### src/rtl/cap_pkg.sv
// Shared types for the pixel capture block.
package cap_pkg;
    // Frame synchroniser states: drain current frame, await new one, capture.
    typedef enum logic [1:0] {
        ST_DRAIN = 2'd0,
        ST_AWAIT = 2'd1,
        ST_GRAB  = 2'd2
    } sync_st_t;
endpackage

### src/rtl/cap_frame_sync.sv
// Frame synchroniser.
// Tracks vertical sync so that capture starts only at a clean frame boundary.
// After reset or arm it drains any active frame, awaits the next active level,
// then qualifies row bytes until the frame ends.
// Assumes vsync and href are stable around the rising clock edge.
module cap_frame_sync
    import cap_pkg::*;
(
    input  logic clk,
    input  logic rst_n,
    input  logic arm_i,
    input  logic vs_pol_i,
    input  logic vsync_i,
    input  logic href_i,
    output logic capture_o,
    output logic frame_start_o,
    output logic frame_end_o,
    output logic in_frame_o
);
    sync_st_t st_q;
    sync_st_t st_d;
    logic     vs_act;

    // Active vertical sync, honouring the configured polarity.
    assign vs_act = (vsync_i == vs_pol_i);

    // Next-state selection for the synchroniser.
    always_comb begin
        st_d = st_q;
        if (arm_i) begin
            st_d = ST_DRAIN;
        end else begin
            case (st_q)
                ST_DRAIN: if (!vs_act) st_d = ST_AWAIT;
                ST_AWAIT: if (vs_act)  st_d = ST_GRAB;
                ST_GRAB:  if (!vs_act) st_d = ST_AWAIT;
                default:               st_d = ST_DRAIN;
            endcase
        end
    end

    // State register; reset lands in the drain state so no frame is joined late.
    always_ff @(posedge clk) begin
        if (!rst_n) st_q <= ST_DRAIN;
        else        st_q <= st_d;
    end

    assign in_frame_o    = (st_q == ST_GRAB);
    assign frame_start_o = (st_q == ST_AWAIT) && vs_act && !arm_i;
    assign frame_end_o   = in_frame_o && !vs_act && !arm_i;
    assign capture_o     = in_frame_o && vs_act && href_i && !arm_i;
endmodule

### src/rtl/cap_byte_pack.sv
// Byte pairer.
// Joins two consecutive qualified bytes into one word, first byte in the upper
// half. The phase clears whenever capture drops, so each row pairs from its
// own first byte.
// Assumes capture_i is already gated by row and frame validity.
module cap_byte_pack #(
    parameter int BYTE_W = 8,
    localparam int WORD_W = 2 * BYTE_W
) (
    input  logic              clk,
    input  logic              rst_n,
    input  logic              capture_i,
    input  logic [BYTE_W-1:0] data_i,
    output logic              pix_done_o,
    output logic [WORD_W-1:0] word_o
);
    logic              phase_q;
    logic [BYTE_W-1:0] hi_q;

    // Phase toggles on each qualified byte and clears between rows.
    always_ff @(posedge clk) begin
        if (!rst_n)          phase_q <= 1'b0;
        else if (!capture_i) phase_q <= 1'b0;
        else                 phase_q <= ~phase_q;
    end

    // Hold the first byte of a pair.
    always_ff @(posedge clk) begin
        if (!rst_n)                     hi_q <= '0;
        else if (capture_i && !phase_q) hi_q <= data_i;
    end

    assign pix_done_o = capture_i && phase_q;
    assign word_o     = {hi_q, data_i};
endmodule

### src/rtl/cap_pix_track.sv
// Pixel tracker and output register.
// Counts the address and column of each finished pixel and registers the word
// together with its start-of-frame and end-of-line markers and the done pulse.
// Assumes frame_start_i and pix_done_i are never high in the same cycle.
module cap_pix_track #(
    parameter int H_PIX   = 640,
    parameter int V_LINES = 480,
    parameter int WORD_W  = 16,
    localparam int PIX_N  = H_PIX * V_LINES,
    localparam int ADDR_W = (PIX_N > 1) ? $clog2(PIX_N) : 1,
    localparam int COL_W  = (H_PIX > 1) ? $clog2(H_PIX) : 1
) (
    input  logic              clk,
    input  logic              rst_n,
    input  logic              frame_start_i,
    input  logic              frame_end_i,
    input  logic              capture_i,
    input  logic              pix_done_i,
    input  logic [WORD_W-1:0] word_i,
    output logic              valid_o,
    output logic [WORD_W-1:0] data_o,
    output logic [ADDR_W-1:0] addr_o,
    output logic              sof_o,
    output logic              eol_o,
    output logic              done_o
);
    localparam logic [ADDR_W-1:0] ADDR_LAST = ADDR_W'(PIX_N - 1);
    localparam logic [COL_W-1:0]  COL_LAST  = COL_W'(H_PIX - 1);

    logic [ADDR_W-1:0] addr_q;
    logic [COL_W-1:0]  col_q;
    logic              first_q;
    logic              cap_q;
    logic              row_end;

    assign row_end = cap_q && !capture_i;

    // Remember last cycle's capture to find the end of each row.
    always_ff @(posedge clk) begin
        if (!rst_n) cap_q <= 1'b0;
        else        cap_q <= capture_i;
    end

    // Address, column and first-pixel bookkeeping.
    always_ff @(posedge clk) begin
        if (!rst_n) begin
            addr_q  <= '0;
            col_q   <= '0;
            first_q <= 1'b0;
        end else if (frame_start_i) begin
            addr_q  <= '0;
            col_q   <= '0;
            first_q <= 1'b1;
        end else if (pix_done_i) begin
            addr_q  <= (addr_q == ADDR_LAST) ? '0 : addr_q + 1'b1;
            col_q   <= (col_q == COL_LAST) ? '0 : col_q + 1'b1;
            first_q <= 1'b0;
        end else if (row_end) begin
            col_q   <= '0;
        end
    end

    // One-cycle strobes presented with each pixel or frame end.
    always_ff @(posedge clk) begin
        if (!rst_n) begin
            valid_o <= 1'b0;
            sof_o   <= 1'b0;
            eol_o   <= 1'b0;
            done_o  <= 1'b0;
        end else begin
            valid_o <= pix_done_i;
            sof_o   <= pix_done_i && first_q;
            eol_o   <= pix_done_i && (col_q == COL_LAST);
            done_o  <= frame_end_i;
        end
    end

    // Pixel word and address hold until the next pixel.
    always_ff @(posedge clk) begin
        if (!rst_n) begin
            data_o <= '0;
            addr_o <= '0;
        end else if (pix_done_i) begin
            data_o <= word_i;
            addr_o <= addr_q;
        end
    end
endmodule

### src/rtl/pixel_capture.sv
// Parallel camera pixel capture, top level.
// Runs in the sensor pixel clock domain. It synchronises to a whole frame,
// pairs bytes into RGB565 words and tags each word with its address and markers.
// Assumes inputs change away from the rising edge and vs_pol_i is static during capture.
module pixel_capture #(
    parameter int H_PIX   = 640,
    parameter int V_LINES = 480,
    parameter int BYTE_W  = 8,
    localparam int WORD_W = 2 * BYTE_W,
    localparam int PIX_N  = H_PIX * V_LINES,
    localparam int ADDR_W = (PIX_N > 1) ? $clog2(PIX_N) : 1
) (
    input  logic              clk,
    input  logic              rst_n,
    input  logic              arm_i,
    input  logic              vs_pol_i,
    input  logic              vsync_i,
    input  logic              href_i,
    input  logic [BYTE_W-1:0] data_i,
    output logic              pix_valid_o,
    output logic [WORD_W-1:0] pix_data_o,
    output logic [ADDR_W-1:0] pix_addr_o,
    output logic              sof_o,
    output logic              eol_o,
    output logic              frame_done_o
);
    logic              capture;
    logic              frame_start;
    logic              frame_end;
    logic              in_frame;
    logic              pix_done;
    logic [WORD_W-1:0] word;

    cap_frame_sync u_sync (
        .clk          (clk),
        .rst_n        (rst_n),
        .arm_i        (arm_i),
        .vs_pol_i     (vs_pol_i),
        .vsync_i      (vsync_i),
        .href_i       (href_i),
        .capture_o    (capture),
        .frame_start_o(frame_start),
        .frame_end_o  (frame_end),
        .in_frame_o   (in_frame)
    );

    cap_byte_pack #(.BYTE_W(BYTE_W)) u_pack (
        .clk       (clk),
        .rst_n     (rst_n),
        .capture_i (capture),
        .data_i    (data_i),
        .pix_done_o(pix_done),
        .word_o    (word)
    );

    cap_pix_track #(.H_PIX(H_PIX), .V_LINES(V_LINES), .WORD_W(WORD_W)) u_track (
        .clk          (clk),
        .rst_n        (rst_n),
        .frame_start_i(frame_start),
        .frame_end_i  (frame_end),
        .capture_i    (capture),
        .pix_done_i   (pix_done),
        .word_i       (word),
        .valid_o      (pix_valid_o),
        .data_o       (pix_data_o),
        .addr_o       (pix_addr_o),
        .sof_o        (sof_o),
        .eol_o        (eol_o),
        .done_o       (frame_done_o)
    );
endmodule

### config.mk
export PLATFORM = sky130hd
export DESIGN_NAME = pixel_capture
export DESIGN_NICKNAME = d
export VERILOG_FILES = /design/src/rtl/cap_pkg.sv /design/src/rtl/cap_frame_sync.sv /design/src/rtl/cap_byte_pack.sv /design/src/rtl/cap_pix_track.sv /design/src/rtl/pixel_capture.sv
export SDC_FILE = /design/constraint.sdc
export NUM_CORES = 1
export LEC_CHECK = 0
export ABC_AREA = 1
export ABC_CLOCK_PERIOD_IN_PS = 2500
export CORE_UTILIZATION = 55
export DETAILED_ROUTE_END_ITERATION = 10
export GPL_TIMING_DRIVEN = 0
export MAX_ROUTING_LAYER = met4
export PLACE_DENSITY = 0.83
export SLEW_MARGIN = 25
export SYNTH_ARGS = -nofsm -noshare
export SYNTH_HDL_FRONTEND = slang
export SYNTH_SLANG_ARGS = --single-unit
### constraint.sdc
create_clock -name clk -period 2.5 [get_ports clk]
set_input_delay 0.375 -clock clk [delete_from_list [all_inputs] [get_ports clk]]
set_output_delay 0.375 -clock clk [all_outputs]
set_load 0.02 [all_outputs]
==> Word level (Yosys, flattened, before mapping) <==
Cells that the tools add are included.
{ "word_totals": {"ff_bits": 81, "in_bits": 14, "out_inout_bits": 39, "word_cells": 57} }
{ "op_classes": {"add_sub_neg": 2, "eq_ne": 7, "muxes": 9, "bitwise": 2, "reduce_logical": 24} }
{ "op_table": {"columns": ["operator", "count"], "rows": [
  ["10-bit 2-to-1 mux", 3],
  ["19-bit by 1-bit adder with 19-bit output (second input constant)", 1],
  ["19-bit equality test (second input constant)", 1],
  ["19-bit 2-to-1 mux", 1],
  ["1-bit logical AND", 12],
  ["10-bit by 1-bit adder with 10-bit output (second input constant)", 1],
  ["10-bit equality test (second input constant)", 1],
  ["2-bit OR reduction", 3],
  ["1-bit zero test", 4],
  ["2-bit 2-to-1 mux", 2],
  ["2-bit one-hot mux with 2 select lines", 1],
  ["2-bit AND reduction", 2],
  ["2-bit nonzero test", 2],
  ["2-bit by 1-bit equality test with 1-bit output (second input constant)", 1],
  ["2-bit equality test (second input constant)", 1],
  ["2-bit zero test", 1],
  ["1-bit 2-to-1 mux", 2],
  ["2-bit by 1-bit inequality test with 1-bit output (second input constant)", 1],
  ["2-bit inequality test (second input constant)", 1],
  ["1-bit inverter", 2],
  ["1-bit equality test", 1]
]} }

==> Longest topological paths before layout <==
{ "logic_depth": {"depth_word": 8, "ltp_mapped": 10, "mapped_depth_nobuf": 10} }

==> Hierarchy <==
Synthesis repeated with hierarchy kept, for this count alone.
{ "hier_totals": {"cells_unflattened": 486, "hier_area_um2": 3508.4} }
{ "modules_own_cells": {"columns": ["module", "instances", "cells_per_inst", "area_per_inst_um2", "seq_area_each_um2"], "rows": [
  ["cap_pix_track", 1, 397, 2897.8, 1401.3],
  ["cap_byte_pack", 1, 66, 473.0, 180.2],
  ["cap_frame_sync", 1, 23, 137.6, 40.0]
]} }

==> Worst setup path before layout <==
No wires, ideal clock.
{ "synth_timing": {"kind": "reg-to-reg", "start": "reg u_track.addr_q[0]", "end": "reg u_track.addr_q[14]", "setup_time_ps": 115, "arrival_time_ps": 1231, "required_ps": 2385, "path_slack_ps": 1154, "stages_incl_launch_ff": 9, "n_path_buf": 0, "period_less_slack_ps": 1346, "cell_sequence": "dfxtp_1 ha_1 nand2_1 nor2_1 nand3_1 nor2_1 nand3_1 nand2_1 nor2_1"} }
{ "synth_via": {"elab_chain_len": 2, "word_cells_on_any_way": 3, "cone_classes": "add/sub (1); eq/ne (1); mux (1)"} }
{ "synth_lines": {"columns": ["element", "line_no", "source"], "rows": [
  ["from (decl)", "cap_pix_track.sv:30", "logic [ADDR_W-1:0] addr_q;"],
  ["from (signal assigned)", "cap_pix_track.sv:55", "addr_q <= (addr_q == ADDR_LAST) ? '0 : addr_q + 1'b1;"],
  ["19-bit by 1-bit adder with 19-bit output or 19-bit equality test (tied branches)", "cap_pix_track.sv:55", null],
  ["19-bit 2-to-1 mux *", "cap_pix_track.sv:55", null]
]} }
Every way passes the cells marked *; elsewhere a longest branch is shown, timed or not.
A chain may end at the register's enable or synchronous reset.

==> Worst setup path after layout <==
{ "layout_timing": {"start": "in vs_pol_i", "end": "reg u_track.addr_q[0]"} }
{ "layout_via": {"elab_chain_len": 5, "word_cells_on_any_way": 8, "cone_classes": "eq/ne (1); reduce/logical (7)"} }
{ "layout_lines": {"columns": ["element", "line_no", "source"], "rows": [
  ["from (decl)", "pixel_capture.sv:16", "input logic vs_pol_i,"],
  ["1-bit equality test *", "cap_frame_sync.sv:25", "assign vs_act = (vsync_i == vs_pol_i);"],
  ["1-bit logical AND (3 in a row)", "cap_frame_sync.sv:51", "assign capture_o = in_frame_o && vs_act && href_i && !arm_i;"],
  ["1-bit logical AND", "cap_byte_pack.sv:33", "assign pix_done_o = capture_i && phase_q;"]
]} }
Marks and branches as above.

==> run_results.csv <==
group,metric,value,unit
status,status,"finished, final reports clean",
synth,yosys-mux-area-fraction,0,
pwr,power_leakage,1.57,nW
synth,synth_nets,488,
clock_tree,root_buffer,"clkbuf_8",
placed_design,numPortBuffers,52,
sta,fin_crit_sh,0.713,
die,die_w,80.5,microns
cells_and_area,area_delta_synth_final,24.8,%
die,die-height,80.5,microns
placed_design,gp_congestion,0.912,
global_routing,globalRouteTotalUtil,0.284,
synth,yosysSeqAreaShare,0.478,
critical_path,crit_type,"in2reg",
cells_and_area,antennaDiodeCount,0,
synth,synthTopCellsByArea,"dfxtp_1, nand2_1, a21oi_1",
critical_path,crit_arrival,2.04,ns
sta,tightest_slew,0.559,ns
sta,max_slew_margin,0.627,
clock_tree,cts_made_buffers,9,
synth,synthSimpleGateAreaFrac,0.285,
critical_path,worstPathMaxFanout,10,
sta,rsz0062_at_grt,"no",
clock_tree,post_cts_buffers,0,
sta,setup-tns-final,0,ns
drt,num_vias,3309,
clock_tree,hold_buffers,0,
synth,async_flop_share,0,
critical_path,max_stage_delay,0.48,ns
cells_and_area,fin_nets,551,
clock_tree,clk_path_buf_depth,2,
drt,drt-pass1-iter-count,5,
clock_tree,clk_pin_slew_worst_paths,0.09,ns
sta,fin_ws,0.719,ns
synth,ys_types,27,
synth,ys_top_cells_by_count,"nand2_1, dfxtp_1, a21oi_1",
synth,syn_area_per_cell,7.19,sq um
synth,synth_top_family_by_area,"simple AND/OR/NAND/NOR gates",
synth,synth_top_area_share,0.478,
drt,ant_nets,0,
pwr,p_per_area,579,nW/um^2
drt,avgViaCountPerCell,5.39,
synth,synth_cells,472,
synth,syn_area,3390,sq um
drt,drcViolationCount,0,
synth,synth_edf_count,0,
cells_and_area,drive_gt1_frac,0.0724,
drt,first_iter_violations,236,
hold_path,hold_class,"reg2reg",
global_routing,grt_pass1_vias,3045,
clock_tree,clock_sinks,81,
sta,setup_viol,0,
synth,synth_largest_area_cell,"dfxtp_1",
synth,synthXorXnorAreaFrac,0.00516,
critical_path,required,2.76,ns
drt,drt-total-wl,8.29,mm
synth,synth_ff_type,"dfxtp_1",
sta,fin_crit,1.78,ns
placed_design,place_ws,0.346,ns
global_routing,grt_pass1_wl,13.7,mm
sta,fmax,561,MHz
clock_tree,cts_tree,"built",
pwr,peakVddDrop,0.000411,V
drt,routedWlPerCell,13.5,microns
sta,fin_skew,0.0104,ns
global_routing,grt-ovfl-total,0,
die,initial_utilization,0.573,
die,io_pins,53,
sta,final_max_slew_viol_count,0,
clock_tree,cts.repair.resized,0,
synth,synth-compound-area-share,0.147,
global_routing,grt_antenna_before_repair,0,
critical_path,cpMostUsedCell,"inv_1",
clock_tree,cts_max_level,3,
flow_run,cap_viol_max_count,0,
synth,yosysMostFrequentCell,"nand2_1",
clock_tree,clkLatencyLatePin,0.36,ns
synth,ys_ff_latch,81,
synth,yosys.area_share.adder,0.00737,
critical_path,endpoint_kind,"register",
placed_design,place_hpwl,5.84,mm
critical_path,cp-start-kind,"input pin",
die,dieArea,6490,sq um
die,row_count,28,
synth,yosys_warnings,0,
sta,finalHoldViolCount,0,
critical_path,crit_slowest_cell,"clkdlybuf4s50_1",
critical_path,path_cells,"clkdlybuf4s50_1 -> inv_1 -> nand2_1 -> nand2_2 -> nand4_4 -> buf_1 -> a21oi_1 -> o21ai_0 -> inv_1",
die,coreArea,5920,sq um
global_routing,grt_max_degree,14,
-- metal layers --
layer / track usage / wire length (microns) / up-vias
met5: - / 0 / -
li1: - / - / 1662
met3: 0.0636 / 477 / 15
met4: 0.125 / 158 / 0
met2: 0.470 / 4010 / 100
met1: 0.329 / 3640 / 1532
-- cell type report --
class                   instances  area [sq um]
inverters                      50           188
clock buffers                  11           151
fillers                       488          1690
multi-input cells             325          1510
flip-flops and latches         81          1620
repair buffers                 52           520
clock inverters                 4          76.3
well taps                      75          93.8
plain buffers                  16          75.1
-- registers in the layout, indices dropped and copies added, names as in the netlist --
| name | cells |
|---|---|
| u_track.addr_o | 19 |
| u_track.addr_q | 19 |
| u_track.data_o | 16 |
| u_track.col_q | 10 |
| u_pack.hi_q | 8 |
| u_sync.st_q | 2 |
| u_pack.phase_q | 1 |
| u_track.cap_q | 1 |
| u_track.done_o | 1 |
| u_track.eol_o | 1 |
| u_track.first_q | 1 |
| u_track.sof_o | 1 |
| u_track.valid_o | 1 |
-- cells in the final DEF, fill, tap and decap left out, drive strengths merged --
master	netlist	layout
nor3	12	12
xor2	2	2
nand3b	1	1
nand2	103	103
buf	11	11
dfxtp	81	81
nand3	39	39
ha	2	2
o21a	1	1
nand4	4	4
clkbuf	5	16
clkdlybuf4s50	0	52
a21boi	1	1
inv	50	50
o21ai	33	33
nor4	1	1
clkinv	0	1
clkinvlp	0	1
a21oi	64	64
nor2	60	60
or2	2	2
bufinv	0	2
-- metrics by stage --
stage	instances	util	hold WS [ns]	total power, mW	instance area, sq um
floorplan	472	-	0.418	1.36	3390
global placement	599	0.677	0.425	1.39	4010
detailed placement	599	0.677	0.443	1.39	4010
CTS	614	0.715	0.451	2.46	4240
global route	614	0.715	0.462	2.52	4240
finish	614	0.715	0.446	2.45	4240
-- cell families after synthesis --
| logic type | count (synthesis) |
|---|---|
| AND/OR/NAND/NOR | 222 |
| AO/OA/AOI/OAI | 99 |
| flip-flops | 81 |
| XOR/XNOR | 2 |
| adder cells (fa/ha/maj) | 2 |
| buffers and inverters | 66 |
-- worst paths after layout --
kind                      from            endpoint  slack (ns)  depth (start not counted)
min             u_pack.hi_q[6]  u_track.data_o[14]        0.45                          2
max reg2reg  u_track.addr_q[0]  u_track.addr_q[15]        0.81                         10
min reg2reg     u_pack.hi_q[6]  u_track.data_o[14]        0.45                          2
max                   vs_pol_i   u_track.addr_q[0]        0.72                          9
-- worst max-delay path, delay by kind of cell --
kind	cells	cell delay (ns)
buffers and inverters	4	1.04
AOI/OAI and AO/OA	2	0.26
and+or+nand+nor	3	0.36
-- power breakdown --
group	switching, mW	internal (mW)	leakage (nW)
sequential	0.00196	1.29	0.652
combinational	0.0426	0.0280	0.809
clock	0.478	0.613	0.112
Power figures use the tool's default switching activity.
